### src/rtl/smem_strobe_gen.sv
module smem_strobe_gen #(
  parameter int AW = 16,
  parameter int DW = 16
) (
  input  logic          clk,
  input  logic          rst_n,
  input  logic          req,
  input  logic          req_we,
  input  logic [AW-1:0] req_addr,
  input  logic [DW-1:0] req_wdata,
  output logic          ack,
  output logic [DW-1:0] rdata,
  output logic          cfg_err,
  input  logic [5:0]    rd_setup_strb,
  input  logic [5:0]    rd_setup_cs,
  input  logic [6:0]    rd_pulse_strb,
  input  logic [6:0]    rd_pulse_cs,
  input  logic [8:0]    rd_cycle,
  input  logic [5:0]    wr_setup_strb,
  input  logic [5:0]    wr_setup_cs,
  input  logic [6:0]    wr_pulse_strb,
  input  logic [6:0]    wr_pulse_cs,
  input  logic [8:0]    wr_cycle,
  output logic [AW-1:0] mem_addr,
  output logic          mem_cs_n,
  output logic          mem_rd_n,
  output logic          mem_wr_n,
  output logic [DW-1:0] mem_dout,
  output logic          mem_doe,
  input  logic [DW-1:0] mem_din
);

  localparam int SE = 8;
  localparam int PE = 9;
  localparam int CE = 10;
  localparam int NW = CE + 1;

  typedef enum logic [1:0] {S_IDLE, S_TURN, S_ACC} state_t;

  function automatic logic [SE-1:0] dec_setup(input logic [5:0] c);
    return {c[5], 2'b00, c[4:0]};
  endfunction

  function automatic logic [PE-1:0] dec_pulse(input logic [6:0] c);
    return {c[6], 2'b00, c[5:0]};
  endfunction

  function automatic logic [CE-1:0] dec_cycle(input logic [8:0] c);
    return {c[8:7], 1'b0, c[6:0]};
  endfunction

  function automatic logic bad_cfg(input logic [SE-1:0] s, input logic [PE-1:0] p,
                                   input logic [CE-1:0] c);
    return (p == '0) || (({3'b000, s} + {2'b00, p}) > {1'b0, c});
  endfunction

  state_t        st;
  logic [CE-1:0] cnt;
  logic          we_q, err_q, ack_q, last_wr;
  logic [AW-1:0] addr_q;
  logic [DW-1:0] wdata_q, rdata_q;
  logic [SE-1:0] s_st, s_cs;
  logic [PE-1:0] p_st, p_cs;
  logic [CE-1:0] cyc;

  logic [SE-1:0] nx_s_st, nx_s_cs;
  logic [PE-1:0] nx_p_st, nx_p_cs;
  logic [CE-1:0] nx_cyc;
  logic          nx_err;

  assign nx_s_st = req_we ? dec_setup(wr_setup_strb) : dec_setup(rd_setup_strb);
  assign nx_s_cs = req_we ? dec_setup(wr_setup_cs)   : dec_setup(rd_setup_cs);
  assign nx_p_st = req_we ? dec_pulse(wr_pulse_strb) : dec_pulse(rd_pulse_strb);
  assign nx_p_cs = req_we ? dec_pulse(wr_pulse_cs)   : dec_pulse(rd_pulse_cs);
  assign nx_cyc  = req_we ? dec_cycle(wr_cycle)      : dec_cycle(rd_cycle);
  assign nx_err  = bad_cfg(nx_s_st, nx_p_st, nx_cyc) | bad_cfg(nx_s_cs, nx_p_cs, nx_cyc);

  logic [NW-1:0] k11, st_end, cs_end;
  logic          busy, fin, st_on, cs_on, cap;

  assign busy   = (st == S_ACC);
  assign k11    = {1'b0, cnt};
  assign st_end = {3'b000, s_st} + {2'b00, p_st};
  assign cs_end = {3'b000, s_cs} + {2'b00, p_cs};
  assign st_on  = (k11 >= {3'b000, s_st}) && (k11 < st_end);
  assign cs_on  = (k11 >= {3'b000, s_cs}) && (k11 < cs_end);
  assign fin    = (k11 + 11'd1) >= {1'b0, cyc};
  assign cap    = busy && !we_q && ((k11 + 11'd1) == st_end);

  assign mem_addr = addr_q;
  assign mem_dout = wdata_q;
  assign mem_doe  = busy && we_q;
  assign mem_cs_n = !(busy && cs_on);
  assign mem_rd_n = !(busy && !we_q && st_on);
  assign mem_wr_n = !(busy && we_q && st_on);
  assign ack      = ack_q;
  assign rdata    = rdata_q;
  assign cfg_err  = busy && err_q;

  always_ff @(posedge clk or negedge rst_n) begin
    if (!rst_n) begin
      st      <= S_IDLE;
      cnt     <= '0;
      we_q    <= 1'b0;
      err_q   <= 1'b0;
      ack_q   <= 1'b0;
      last_wr <= 1'b0;
      addr_q  <= '0;
      wdata_q <= '0;
      rdata_q <= '0;
      s_st    <= '0;
      s_cs    <= '0;
      p_st    <= '0;
      p_cs    <= '0;
      cyc     <= '0;
    end else begin
      ack_q <= 1'b0;
      case (st)
        S_IDLE: begin
          last_wr <= 1'b0;
          if (req) begin
            we_q    <= req_we;
            addr_q  <= req_addr;
            wdata_q <= req_wdata;
            s_st    <= nx_s_st;
            s_cs    <= nx_s_cs;
            p_st    <= nx_p_st;
            p_cs    <= nx_p_cs;
            cyc     <= nx_cyc;
            err_q   <= nx_err;
            cnt     <= '0;
            st      <= (!req_we && last_wr) ? S_TURN : S_ACC;
          end
        end
        S_TURN: st <= S_ACC;
        S_ACC: begin
          if (fin) begin
            st      <= S_IDLE;
            ack_q   <= 1'b1;
            last_wr <= we_q;
          end else begin
            cnt <= cnt + 10'd1;
          end
        end
        default: st <= S_IDLE;
      endcase
      if (cap) rdata_q <= mem_din;
    end
  end

  AST_STROBE_EXCL: assert property (@(posedge clk) disable iff (!rst_n)
    !(!mem_rd_n && !mem_wr_n));

  AST_ACK_SINGLE: assert property (@(posedge clk) disable iff (!rst_n)
    ack |=> !ack);

  AST_ACK_AFTER_ACCESS: assert property (@(posedge clk) disable iff (!rst_n)
    $rose(ack) |-> $past(busy));

  AST_QUIET_OUTSIDE: assert property (@(posedge clk) disable iff (!rst_n)
    (st != S_ACC) |-> (mem_cs_n && mem_rd_n && mem_wr_n && !mem_doe));

  AST_ADDR_HOLD: assert property (@(posedge clk) disable iff (!rst_n)
    (busy && cnt != '0) |-> $stable(mem_addr));

  AST_DOE_NO_READ: assert property (@(posedge clk) disable iff (!rst_n)
    mem_doe |-> mem_rd_n);

  AST_RDATA_WRITE_HOLD: assert property (@(posedge clk) disable iff (!rst_n)
    (busy && we_q) |=> $stable(rdata));

endmodule

### config.mk
export PLATFORM = sky130hd
export DESIGN_NAME = smem_strobe_gen
export DESIGN_NICKNAME = d
export VERILOG_FILES = /design/src/rtl/smem_strobe_gen.sv
export SDC_FILE = /design/constraint.sdc
export NUM_CORES = 1
export LEC_CHECK = 0
export BUFFER_PORTS_ARGS = -buffer_cell sky130_fd_sc_hd__buf_2
export CAP_MARGIN = 0
export CELL_PAD_IN_SITES_DETAIL_PLACEMENT = 0
export CELL_PAD_IN_SITES_GLOBAL_PLACEMENT = 2
export CORE_ASPECT_RATIO = 1.5
export CORE_MARGIN = 4
export CORE_UTILIZATION = 34
export DETAILED_ROUTE_END_ITERATION = 6
export GPL_TIMING_DRIVEN = 0
export PLACE_DENSITY_LB_ADDON = 0.1
export SYNTH_ARGS = -nofsm -noshare
export SYNTH_HDL_FRONTEND = slang
export SYNTH_SLANG_ARGS = --single-unit
### constraint.sdc
create_clock -name clk -period 6.8 [get_ports clk]
set_clock_uncertainty 0.05 [all_clocks]
set_input_delay 1.36 -clock clk [delete_from_list [all_inputs] [get_ports clk]]
set_output_delay 1.36 -clock clk [all_outputs]
set_load 0.03 [all_outputs]
==> flow_metrics.env <==
export IMPL_final_nets=1094
export IMPL_timing_final_ws_setup_ns=1.24
export IMPL_synthTopCellsByArea="dfrtp_1, ha_1, nand2_1"
export IMPL_synth_edf_count=0
export IMPL_fin_total_pwr_mw=3.59
export IMPL_synth_commonest_cells="nand2_1, dfrtp_1, ha_1"
export IMPL_critPathLaunchType="input port"
export IMPL_start_util_pct=34.8
export IMPL_cp_cell_sequence="clkbuf_1 > clkbuf_1 > clkbuf_1 > mux2_2 > ha_1 > fa_1 > a21oi_1 > nor2_1 > nor2_1 > xnor2_1 > ha_1 > a21oi_1 > nor2b_1 > o311ai_0 > nand3b_1 > o311ai_0 > a31oi_1"
export IMPL_dr_wl_met3_um=833
export IMPL_grt_ovfl_total=0
export IMPL_drc_errors=0
export IMPL_hpwlAfterDp_um=15700
export IMPL_cts_buffers=9
export IMPL_num_fill_cells=1855
export IMPL_synth_area_um2=6510
export IMPL_wl_met1_um=7730
export IMPL_timing_critical_path_mode_cell="clkbuf_1"
export IMPL_required_ns=6.96
export IMPL_synth_seq_area_share_pct=38.1
export IMPL_ys_seq_elements=99
export IMPL_grt_start_max_net_pins=68
export IMPL_hp_start="mem_addr[3]"
export IMPL_ys_warnings_count=0
export IMPL_antenna_left=0
export IMPL_cpLargestDelayFamily="buffers and inverters"
export IMPL_root_buffer="clkbuf_16"
export IMPL_drt_iter0_markers=228
export IMPL_fmax_ghz=0.180
export IMPL_relSlewSlack_pct=41.1
export IMPL_postCtsHoldBufs=0
export IMPL_cts_sinks=99
export IMPL_avgViaCountPerCell=4.79
export IMPL_place_ws_ns=0.810
export IMPL_status="completed"
export IMPL_yosys_area_top_type="dfrtp_1"
export IMPL_maxSlewViolCount=0
export IMPL_synth_most_common_cell="nand2_1"
export IMPL_wl_um=19100
export IMPL_comb_power_share_pct=57.4
export IMPL_p_seq_share_pct=29.3
export IMPL_clock_latency_ns=0.35
export IMPL_drive_gt1_share_pct=26.1
export IMPL_area_growth_pct=22.9
export IMPL_boundaryPins=176
export IMPL_dr_pass1_iters=4
export IMPL_grt_pass1_vias=5776
export IMPL_clock_tree_htree_level_count=3
export IMPL_die_x_um=121
export IMPL_vias=5518
export IMPL_tns_ns=0
export IMPL_hold_ws_ns=0.419
export IMPL_clockBufferDepth=2
export IMPL_synth_area_per_cell_um2=9.18
export IMPL_postCtsResizedCells=0
export IMPL_cp_buffers_inverters=3
export IMPL_finalCritPeriodShare_pct=81.8
export IMPL_report_final_setup_viol=0
export IMPL_critPathSlowestCell="clkbuf_1"
export IMPL_routed_top_layer="met4"
export IMPL_synth_cell_types=56
export IMPL_switching_share_pct=46.6
export IMPL_power_density_nw_per_um2=449
export IMPL_cap_violations=0
export IMPL_path_class="input port to flop"
export IMPL_portBuffers=174
export IMPL_final_hold_violation_count=0
export IMPL_gp_congestion=0.929
export IMPL_power_leakage_nw=4.31
export IMPL_clockPowerShare_pct=13.3
export IMPL_postSynthCellCount=709
export IMPL_path_clk_slew_ns=0.07
export IMPL_worst_pin_slew_ns=0.884
export IMPL_die_y_um=177
export IMPL_critPathMaxStageDelay_ns=0.72
export IMPL_antennaDiodeCount=0
export IMPL_grt_use_total_pct=18.0
export IMPL_crit_path_max_fanout=10
export IMPL_power_internal_mw=1.92
export IMPL_synth_async_reset_ratio_pct=100
export IMPL_cts_tree="yes"
export IMPL_power_switching_mw=1.67
export IMPL_wire_per_inst_um=16.6
export IMPL_min_period_ns=5.56
export IMPL_grt_pass1_wl_um=29900
export IMPL_syn_num_nets=908
export IMPL_final_seq_area_um2=2480
export IMPL_end_kind="flop"
export IMPL_peakVddDrop_uv=151
export IMPL_dieArea_um2=21500
export IMPL_multi_input_area_um2=3750
export IMPL_synth_ff_type="dfrtp_1"
export IMPL_rows=61
export IMPL_met2_length_um=9860
export IMPL_fin_util_pct=42.8
export IMPL_cp_arrival_ns=5.72
export IMPL_coreArea_um2=18700
export IMPL_hp_class="flop to flop"
export IMPL_synth_top_area_share_pct=38.1
export IMPL_antenna_found_initial=0
export IMPL_grt_setup_unrepaired="no"
export IMPL_postCtsSetupBuffers=0
export IMPL_crit_start="req_we"
export IMPL_rr_startpoint="cnt[1]"
-- cell type report --
cell class                      instances  area share [%]
Multi-Input combinational cell        537            46.9
Buffer                                 28            1.49
Clock buffer                           10            2.86
Timing Repair Buffer                  175            11.3
Tap cell                              252            3.94
Clock inverter                          6           0.500
Sequential cell                        99            31.0
Inverter                               45            2.11
-- flip-flops by register name (all words and copies together) (netlist names) --
| name | flops |
|---|---|
| s_cs | 6 |
| cnt | 10 |
| mem_addr | 16 |
| p_cs | 7 |
| rdata | 16 |
| mem_dout | 16 |
| st | 2 |
| err_q | 1 |
| s_st | 6 |
| we_q | 1 |
| ack | 1 |
| last_wr | 1 |
| cyc | 9 |
| p_st | 7 |
-- final timing paths --
kind | cells past startpoint | end | slack, ns
worst max-delay path | 17 | err_q | 1.24
worst min-delay path | 2 | mem_addr[3] | 0.42
worst max register to register | 12 | cnt[3] | 2.95
worst min register to register | 2 | mem_addr[3] | 0.42
max in group asynchronous | 2 | we_q | 5.12
min in group asynchronous | 1 | rdata[2] | 0.90
-- power by group through the flow --
stage               clock network [mW]  registers [mW]  logic, mW
floorplan                            0            1.30       1.20
global placement                     0            1.06       2.04
detailed placement                   0            1.07       2.09
CTS                              0.498            1.05       2.10
global route                     0.521            1.09       2.31
finish                           0.477            1.05       2.06
-- through the flow --
| step | area (um^2) | std cells |
|---|---|---|
| 2_1_floorplan | 6510 | 709 |
| 3_3_place_gp | 7700 | 1135 |
| 3_5_place_dp | 7730 | 1136 |
| 4_1_cts | 8000 | 1152 |
| 5_1_grt | 8000 | 1152 |
| 6_report | 8000 | 1152 |
-- per-layer routing --
| layer | up-vias | track usage (%) |
|---|---|---|
| met5 | - | 0 |
| met4 | 0 | 8.65 |
| met3 | 30 | 2.14 |
| met2 | 154 | 33.1 |
| met1 | 2539 | 20.4 |
| li1 | 2795 | - |
-- cells in the final DEF, fill, tap and decap left out, types with 4 or more instances in the layout --
master / count
nor3_1: 5
ha_1: 73
mux2_2: 25
fa_1: 4
o21bai_1: 4
clkbuf_16: 9
nor2b_1: 7
nand4_1: 7
nand2_1: 174
nand3_1: 17
nand2b_1: 8
xor2_1: 12
buf_2: 174
inv_1: 45
o211ai_1: 4
a21oi_1: 29
o21ai_0: 49
clkbuf_1: 23
dfrtp_1: 99
xnor2_1: 14
mux2i_1: 16
mux2_4: 10
a21o_1: 16
nor2_1: 20
-- worst min-delay path, stage by stage, from the launching register on --
cell,delay [ns]
dfrtp_1,0.34
nand2_1,0.05
nand2_1,0.05
-- kinds of logic (layout without fill, tap and decap cells) --
logic type / after synthesis / count (layout) / synth area share, %
adders and majority gates: 77 / 77 / 15.3
and+or+nand+nor: 255 / 255 / 17.0
AOI/OAI and AO/OA: 126 / 126 / 12.0
muxes: 51 / 51 / 9.09
buffers and inverters: 73 / 264 / 4.42
xor gates and xnor gates: 28 / 28 / 4.21
DFF: 99 / 99 / 38.1
(Power assumes the default switching activity.)
